<file path="config.mk">
export PLATFORM = sky130hd
export DESIGN_NAME = glitch_filter
export DESIGN_NICKNAME = d
export VERILOG_FILES = /design/src/rtl/glitch_filter_pkg.sv /design/src/rtl/gf_prescaler.sv /design/src/rtl/gf_regs.sv /design/src/rtl/gf_bit_filter.sv /design/src/rtl/glitch_filter.sv
export SDC_FILE = /design/constraint.sdc
export NUM_CORES = 2
export LEC_CHECK = 0
export ABC_AREA = 1
export BUFFER_PORTS_ARGS = -buffer_cell sky130_fd_sc_hd__buf_2
export CAP_MARGIN = 10
export CORE_MARGIN = 3
export CORE_UTILIZATION = 42
export CTS_CLUSTER_DIAMETER = 150
export DETAILED_ROUTE_END_ITERATION = 6
export PLACE_DENSITY = 0.57
export SYNTH_ARGS = -nofsm -noshare
export SYNTH_HDL_FRONTEND = slang
export SYNTH_SLANG_ARGS = --single-unit
</file>
<file path="constraint.sdc">
create_clock -name clk_i -period 9.4 [get_ports clk_i]
set_input_delay 0.94 -clock clk_i [delete_from_list [all_inputs] [get_ports clk_i]]
set_output_delay 0.94 -clock clk_i [all_outputs]
set_load 0.03 [all_outputs]
</file>
<file path="src/rtl/glitch_filter_pkg.sv">
package glitch_filter_pkg;
  localparam int          IV_W      = 20;
  localparam int          TICK_NS   = 200;
  localparam logic [7:0]  IV_ADDR0  = 8'h08;
  localparam logic [7:0]  IV_ADDR1  = 8'h09;
  localparam logic [7:0]  IV_ADDR2  = 8'h0A;
  localparam logic [7:0]  IV_ADDR3  = 8'h0B;
  localparam int          MASK_BASE = 'h44;
  localparam int          MASK_STEP = 'h10;

  // mask address of port p (NPORT up to 12 fits in 8 bits)
  function automatic logic [7:0] mask_addr(int p);
    return 8'(MASK_BASE + p * MASK_STEP);
  endfunction
endpackage

</file>
<file path="src/rtl/gf_prescaler.sv">
module gf_prescaler #(
  parameter int TICK_CYC = 25
) (
  input  logic clk_i,
  input  logic rst_ni,
  output logic tick_o
);
  localparam int CW = (TICK_CYC > 1) ? $clog2(TICK_CYC) : 1;

  logic [CW-1:0] cnt_q;

  assign tick_o = (cnt_q == CW'(TICK_CYC - 1));

  always_ff @(posedge clk_i or negedge rst_ni) begin
    if (!rst_ni)     cnt_q <= '0;
    else if (tick_o) cnt_q <= '0;
    else             cnt_q <= cnt_q + 1'b1;
  end
endmodule

</file>
<file path="src/rtl/gf_regs.sv">
module gf_regs
  import glitch_filter_pkg::*;
#(
  parameter int NPORT = 4,
  localparam int W = NPORT * 8
) (
  input  logic            clk_i,
  input  logic            rst_ni,
  input  logic            we_i,
  input  logic [7:0]      addr_i,
  input  logic [7:0]      wdata_i,
  output logic [7:0]      rdata_o,
  output logic [IV_W-1:0] iv_o,
  output logic [W-1:0]    en_o
);
  logic [IV_W-1:0] iv_q;

  always_ff @(posedge clk_i or negedge rst_ni) begin
    if (!rst_ni) begin
      iv_q <= '0;
    end else if (we_i) begin
      if (addr_i == IV_ADDR0) iv_q[7:0]   <= wdata_i;
      if (addr_i == IV_ADDR1) iv_q[15:8]  <= wdata_i;
      if (addr_i == IV_ADDR2) iv_q[19:16] <= wdata_i[3:0];
    end
  end

  for (genvar p = 0; p < NPORT; p++) begin : g_mask
    localparam logic [7:0] A = mask_addr(p);
    logic [7:0] mask_q;
    always_ff @(posedge clk_i or negedge rst_ni) begin
      if (!rst_ni)                  mask_q <= '0;
      else if (we_i && addr_i == A) mask_q <= wdata_i;
    end
    assign en_o[p*8 +: 8] = mask_q;
  end

  always_comb begin
    rdata_o = '0;
    if (addr_i == IV_ADDR0) rdata_o = iv_q[7:0];
    if (addr_i == IV_ADDR1) rdata_o = iv_q[15:8];
    if (addr_i == IV_ADDR2) rdata_o = {4'b0, iv_q[19:16]};
    for (int p = 0; p < NPORT; p++)
      if (addr_i == mask_addr(p)) rdata_o = en_o[p*8 +: 8];
  end

  assign iv_o = iv_q;
endmodule

</file>
<file path="src/rtl/gf_bit_filter.sv">
module gf_bit_filter
  import glitch_filter_pkg::*;
(
  input  logic            clk_i,
  input  logic            rst_ni,
  input  logic            tick_i,
  input  logic [IV_W-1:0] iv_i,
  input  logic            en_i,
  input  logic            sync_i,
  output logic            out_o
);
  logic            filt_q;
  logic [IV_W-1:0] cnt_q;
  logic            active;

  assign active = en_i && (iv_i != '0);

  always_ff @(posedge clk_i or negedge rst_ni) begin
    if (!rst_ni) begin
      filt_q <= 1'b0;
      cnt_q  <= '0;
    end else if (!active) begin
      // bypassed: track input so re-enable causes no jump
      filt_q <= sync_i;
      cnt_q  <= '0;
    end else if (sync_i == filt_q) begin
      cnt_q  <= '0;
    end else if (tick_i) begin
      if (cnt_q >= iv_i - 1'b1) begin
        filt_q <= sync_i;
        cnt_q  <= '0;
      end else begin
        cnt_q  <= cnt_q + 1'b1;
      end
    end
  end

  assign out_o = active ? filt_q : sync_i;
endmodule

</file>
<file path="src/rtl/glitch_filter.sv">
module glitch_filter
  import glitch_filter_pkg::*;
#(
  parameter int NPORT   = 4,
  parameter int CLK_MHZ = 125
) (
  input  logic               clk_i,
  input  logic               rst_ni,
  input  logic               reg_we_i,
  input  logic [7:0]         reg_addr_i,
  input  logic [7:0]         reg_wdata_i,
  output logic [7:0]         reg_rdata_o,
  input  logic [NPORT*8-1:0] din_i,
  output logic [NPORT*8-1:0] dout_o
);
  localparam int W        = NPORT * 8;
  localparam int TICK_RAW = CLK_MHZ * TICK_NS / 1000;
  localparam int TICK_CYC = (TICK_RAW < 1) ? 1 : TICK_RAW;

  logic            tick;
  logic [IV_W-1:0] iv;
  logic [W-1:0]    en;
  logic [W-1:0]    sync1_q, sync2_q;

  always_ff @(posedge clk_i or negedge rst_ni) begin
    if (!rst_ni) begin
      sync1_q <= '0;
      sync2_q <= '0;
    end else begin
      sync1_q <= din_i;
      sync2_q <= sync1_q;
    end
  end

  gf_prescaler #(.TICK_CYC(TICK_CYC)) i_presc (
    .clk_i, .rst_ni, .tick_o(tick)
  );

  gf_regs #(.NPORT(NPORT)) i_regs (
    .clk_i, .rst_ni,
    .we_i(reg_we_i), .addr_i(reg_addr_i), .wdata_i(reg_wdata_i),
    .rdata_o(reg_rdata_o), .iv_o(iv), .en_o(en)
  );

  for (genvar b = 0; b < W; b++) begin : g_bit
    gf_bit_filter i_flt (
      .clk_i, .rst_ni,
      .tick_i(tick), .iv_i(iv), .en_i(en[b]),
      .sync_i(sync2_q[b]), .out_o(dout_o[b])
    );
  end
endmodule

</file>
## After elaboration in Yosys (flattened, before gate mapping)

Index checks and enable logic that the tools add are counted.

| operators by class | value |
|---|---|
| add/subtract/negate cells | 34 |
| magnitude comparators | 32 |
| equal/unequal tests | 168 |
| multiplexer cells | 296 |
| reduce and logical (&&, ||, !) cells | 72 |

Operator list:

| kind | count |
|---|---|
| 20-bit two-way mux | 128 |
| 20-bit by 1-bit adder with 20-bit output, second input constant | 32 |
| 20-bit >= comparator | 32 |
| 2-bit != test, second input constant | 94 |
| 1-bit two-way mux | 160 |
| 3-bit AND reduction | 32 |
| 3-bit != test, second input constant | 30 |
| 8-bit two-way mux | 7 |
| 1-bit logical AND | 36 |
| 1-bit == test | 32 |
| 8-bit by 7-bit == test with 1-bit output, second input constant | 4 |
| 8-bit by 4-bit == test with 1-bit output, second input constant | 3 |
| 20-bit nonzero test | 1 |
| 20-bit by 1-bit subtractor with 20-bit output, second input constant | 1 |
| 3-bit by 2-bit != test with 1-bit output, second input constant | 2 |
| 2-bit AND reduction | 3 |
| 5-bit by 1-bit adder with 5-bit output, second input constant | 1 |
| 5-bit == test, second input constant | 1 |
| 5-bit two-way mux | 1 |
| 2-bit by 1-bit != test with 1-bit output, second input constant | 2 |

| word-level totals | value |
|---|---|
| flip-flop bits (word level) | 793 |
| bits of input ports | 51 |
| logic and storage cells | 676 |

## Depth between registers and ports, before layout

| logic depth | value |
|---|---|
| depth in word-level cells | 8 |
| mapped depth | 24 |
| depth with buffers taken out | 23 |

## By module

From an unflattened synthesis, not the netlist that was laid out.

| second synthesis, totals | value |
|---|---|
| cells, all modules | 10878 |
| area, all modules | 74448.9 sq um |

By module, submodules not included:

| module | times used | cells an instance | area an instance (sq um) |
|---|---|---|---|
| gf_bit_filter at g_bit[14].i_flt ... | 22 | 327 | 2195.9 |
| gf_bit_filter at g_bit[0].i_flt ... | 9 | 328 | 2162.1 |
| gf_regs | 1 | 297 | 2595.0 |
| gf_bit_filter at g_bit[24].i_flt | 1 | 342 | 2239.6 |
| glitch_filter | 1 | 64 | 1601.5 |
| gf_prescaler | 1 | 29 | 245.2 |

## Worst setup path after synthesis

Ideal clock, no wire load.

| path | value |
|---|---|
| path type | reg2reg |
| start point | register i_regs.iv_q[0], in the netlist i_regs.iv_o[0] |
| end point | register g_bit[12].i_flt.cnt_q[10] |
| setup time | 0.083 ns |
| data arrival time | 4.777 ns |
| required time | 9.317 ns |
| path slack | 4.540 ns |
| stages on the path, launching flop included | 22 |
| buffers on the path | 1 |
| period minus slack after synthesis | 4.860 ns |
| cells stage by stage | dfrtp_1 > inv_1 > nand2_1 > nor2_4 > nand2_1 > inv_1 > nand2_1 > nor2_1 > inv_1 > nor2_1 > xor2_1 > ha_1 > inv_1 > nor3_1 > a211oi_1 > nand2_1 > nand2_1 > nand2_1 > nand2_1 > nand3_1 > clkbuf_1 > o21ai_0 |

| between the ends | value |
|---|---|
| word-level cells in the longest chain between the ends | 6 |

Ends and longest elaborated chain:

| item | RTL line | source |
|---|---|---|
| from (decl) | gf_regs.sv:16 | `logic [IV_W-1:0] iv_q;` |
| from (signal assigned) | gf_regs.sv:22 | `if (addr_i == IV_ADDR0) iv_q[7:0] <= wdata_i;` |
| 20-bit by 1-bit subtractor with 20-bit output | gf_bit_filter.sv:29 | `if (cnt_q >= iv_i - 1'b1) begin` |
| 20-bit >= comparator | gf_bit_filter.sv:29 |  |
| 20-bit two-way mux | gf_bit_filter.sv:29 |  |
| 20-bit two-way mux | gf_bit_filter.sv:28 | `end else if (tick_i) begin` |
| 20-bit two-way mux | gf_bit_filter.sv:26 | `end else if (sync_i == filt_q) begin` |
| 20-bit two-way mux | gf_bit_filter.sv:22 | `end else if (!active) begin` |
| to (signal assigned) | gf_bit_filter.sv:33 | `cnt_q <= cnt_q + 1'b1;` |
| to (decl) | gf_bit_filter.sv:13 | `logic [IV_W-1:0] cnt_q;` |

Parallel ways exist; a longest one is shown, timed or not. The select of a mux whose other input is x is not followed.
A chain may end at the register's enable or synchronous reset.

## Worst setup path in the final report

| path | value |
|---|---|
| start point | register i_regs.iv_q[0], in the netlist i_regs.iv_o[0] |
| end point | register g_bit[30].i_flt.cnt_q[16] |

| between the ends | value |
|---|---|
| word-level cells in the longest chain between the ends | 6 |

Ends and longest elaborated chain:

| item | RTL line |
|---|---|
| 20-bit by 1-bit subtractor with 20-bit output | gf_bit_filter.sv:29 |
| 20-bit >= comparator | gf_bit_filter.sv:29 |
| 20-bit two-way mux | gf_bit_filter.sv:29 |
| 20-bit two-way mux | gf_bit_filter.sv:28 |
| 20-bit two-way mux | gf_bit_filter.sv:26 |
| 20-bit two-way mux | gf_bit_filter.sv:22 |
| to (signal assigned) | gf_bit_filter.sv:33 |
| to (decl) | gf_bit_filter.sv:13 |

Parallel ways exist; a longest one is shown, timed or not. The select of a mux whose other input is x is not followed.

==> run metrics <==
syn nets=around 8300; type of origin of the critical path=flop; number of buffers and inverters on the critical path=5; DRC Markers=0; fraction of power consumed by the clock network=approximately 40%; top cells by area, synth=dfrtp_1 34%, ha_1 13%, nand2_1 13%; Synth Flop Type=dfrtp_1; Comb power frac=about a quarter; placed cells=9414; R2R Path End=g_bit[30].i_flt.cnt_q[16]; first-pass GRT wire length=~270 mm; area of the multi-input gates=~34000 um^2; sequential cell area=between 15000 and 20000 um^2; Synth async-reset ratio=100%; CP max FO=34; Ys Warns=0; adder-cell share of the synthesized area=13.2%; period utilization=between 50 and 60%; # port buffers=90; Synth Area in Compound Gates=a little under an eighth; P per Cell Area=between 100 and 150 nW/um^2; mux contribution to synthesized area=0%; setup tns final=0 ns; worst-skew pair later-pin latency=between 0.7 and 0.8 ns; Post-Syn Area per Cell=between 7 and 8 um^2; Max VDD drop=149 uV; CTS sink count=793; antenna-violating nets left=0; Final Worst Setup Slack=between 3 and 4 ns; switching part of the total=between 30% and 40%; vias in the first global route=~49000; Pint=approximately 6 mW; initial antenna violation count=6; core area=136000 um^2; Max Cap Violations=0; Slew headroom=a little under a third; Slew Viols, Final=0; GPL Wtd Cong=0.866; most used cell, CP=nand2_1; sequential fraction of the synthesis area=between 30 and 40%; Slowest cell on crit path=buf_4; final hold viol count=0; Resized Gates After CTS=0; Layout area overhead=9.73%; Reg clk slew, reported paths=roughly 0.06 ns; die area=approximately 140000 um^2; FF-to-FF Start=i_regs.iv_o[0]; Synth Area in XOR/XNOR=under 10%; Simple-Gate Fraction of Synth Area=between 20% and 30%; initial core utilization=a little over two fifths; most frequent cell after synthesis=nand2_1; main combinational cell family by area after synthesis=simple AND/OR/NAND/NOR gates; Netlist cell types=54; Hold Crit Class=primary input to asynchronous set/reset pin; number of synthesized flops with an enable pin=0; Flop pwr share=37.1%; first drt pass iteration count=5; # setup viols final=0; ratio of cells with drive above 1 in the final layout=about 5.6%; Min Clock Period, post-route=5.47 ns; via count=around 51000; Final #Nets=about 8400; Total GRT Usage=23.9%; Routed WL=169 mm; sw power=approximately 3.3 mW; CP top delay family=buffers and inverters; RSZ-0062 raised after global routing=false; Mapped Cells=approximately 7600; synthesized cell area=~58000 um^2; clk root buf=clkbuf_16; Crit Path Category=flop to flop; worst r2r path cells=22; skew final=0.0264 ns; Yosys top cell area share=approximately a third; post-DR wirelength/cell=about 18 um; setup bufs post-CTS=0; Required @ worst endpoint=10.01 ns; IO Count=91; status=completed; Worst-Margin Slew=slightly above 1 ns; row cnt=~140; slack of the worst reg-to-reg path=3.93 ns; TritonCTS clock tree=done; Vias/cell=between 5 and 6; CP endpoint kind=flop; crit path DAT=6.08 ns; H-Tree Depth=3; Setup WS pre-CTS=between 3 and 4 ns; leak pwr=a little under 30 nW; Die W=377 um; highest clock rate=approximately 0.18 GHz; cells along the critical path=clkinv_2 > buf_4 > ha_1 > nand2_2 > nor2_4 > a21oi_1 > a31oi_4 > buf_4 > ha_1 > nand2_1 > inv_1 > nand3_1 > inv_1 > a21oi_1 > nand2_1 > nand2_1 > nand2_1 > nand2_1 > nand2_1 > nand2_1 > nand3_1 > o21ai_0; hpwl dp=113 mm; Post-CTS Hold Fix Bufs=0; GRT Residual Overflow=0; die height=about 380 um; synthesized flop and latch total=around 790; largest area contributor in the netlist=dfrtp_1; Cell Count, Final, Fillers Out=approximately 9600; commonest cells in the netlist=1987 x nand2_1, 927 x inv_1, 793 x dfrtp_1; clock buffer depth=3; Crit path largest cell delay=0.70 ns; CTS buffer count=just under 100; fillers=around 13000; DR iter-0 viols=between 3000 and 4000; largest net degree at the start of global routing=150
-- layer usage --
| metal | vias to the layer above | GRT usage [%] | wire [um] |
|---|---|---|---|
| li1 | 25600 | - | - |
| met2 | 1026 | 38.6 | 75800 |
| met4 | 4 | 6.47 | 4130 |
| met5 | - | 0 | 27 |
| met1 | 24100 | 33.2 | 80200 |
| met3 | 234 | 3.61 | 8970 |
-- final cells by class --
| type | instances | share of cell area (%) |
|---|---|---|
| multi-input combinational | 5752 | 53.4 |
| sequential | 793 | 31.2 |
| inverter | 959 | 5.68 |
| clock buffer | 144 | 4.56 |
| tap | 1781 | 3.51 |
| timing repair buffer | 129 | 1.24 |
| clock inverter | 33 | 0.376 |
| antenna | 1 | 0.00394 |
-- cell families (layout without fill, tap and decap cells) --
kind of cell | Yosys count | in the layout
AO/OA/AOI/OAI | 1264 | 1264
other | 0 | 1
AND/OR/NAND/NOR | 3402 | 3402
flip-flops | 793 | 793
adder cells (fa/ha/maj) | 612 | 612
buffers and inverters | 1100 | 1265
XOR/XNOR | 474 | 474
-- power by group through the flow --
stage                     sequential (mW)  clock, mW  combinational, mW
final                                3.53       3.74               2.23
after global routing                 3.53       3.99               2.49
after CTS                            3.53       3.85               2.25
after detailed placement             3.59          0               2.24
after global placement               3.58          0               2.19
after floorplan                      3.57          0               1.21
-- flip-flops by register name, indices dropped and copies added, names as in the netlist --
name                  cells
g_bit.i_flt.filt_q       32
sync1_q                  32
i_regs.iv_o              20
i_regs.g_mask.mask_q     32
g_bit.i_flt.cnt_q       640
i_presc.cnt_q             5
sync2_q                  32
-- worst max path at each step --
stage / endpoint / slack (ns) / cells past startpoint / start
final: g_bit[30].i_flt.cnt_q[16] / 3.93 / 22 / i_regs.iv_o[0]
after detailed placement: g_bit[27].i_flt.cnt_q[4] / 3.94 / 22 / i_regs.iv_o[0]
after global routing: g_bit[27].i_flt.cnt_q[9] / 3.47 / 22 / i_regs.iv_o[0]
after global placement: g_bit[30].i_flt.cnt_q[6] / 4.03 / 22 / i_regs.iv_o[0]
after CTS: g_bit[30].i_flt.cnt_q[16] / 3.89 / 22 / i_regs.iv_o[0]
after floorplan: g_bit[12].i_flt.cnt_q[10] / 4.54 / 21 / i_regs.iv_o[0]
-- cells in the final DEF (no fill, tap or decap), drive strengths merged, types with 2 or more instances in the layout --
cell      netlist  routed
a211oi         33      33
nor3b          28      28
nand4         267     267
o22ai          37      37
nor3          241     241
o21ai         804     804
a21oi         262     262
clkinvlp        0       3
o31ai           2       2
xor2          369     369
ha            612     612
a221oi          2       2
o21a            4       4
or2            13      13
dfrtp         793     793
nand3b          2       2
o21bai         71      71
inv           933     932
nand2        1995    1995
clkinv         26      56
nand3         316     316
a21o           10      10
clkbuf         63     144
a21boi         13      13
a31oi          21      21
nor4           68      68
buf            78     129
xnor2         105     105
and3            5       5
nor2          464     464
-- per-stage QoR --
| stage | util [%] | area [um^2] | hold slack, ns | total power, mW |
|---|---|---|---|---|
| CTS | 46.7 | 63500 | 0.234 | 9.63 |
| floorplan | - | 57900 | 0.331 | 4.78 |
| detailed placement | 44.4 | 60400 | 0.335 | 5.83 |
| global route | 46.7 | 63500 | 0.278 | 10.0 |
| finish | 46.7 | 63500 | 0.244 | 9.50 |
| global placement | 44.4 | 60400 | 0.332 | 5.78 |
Note: power is estimated with default switching activity, not from simulation.
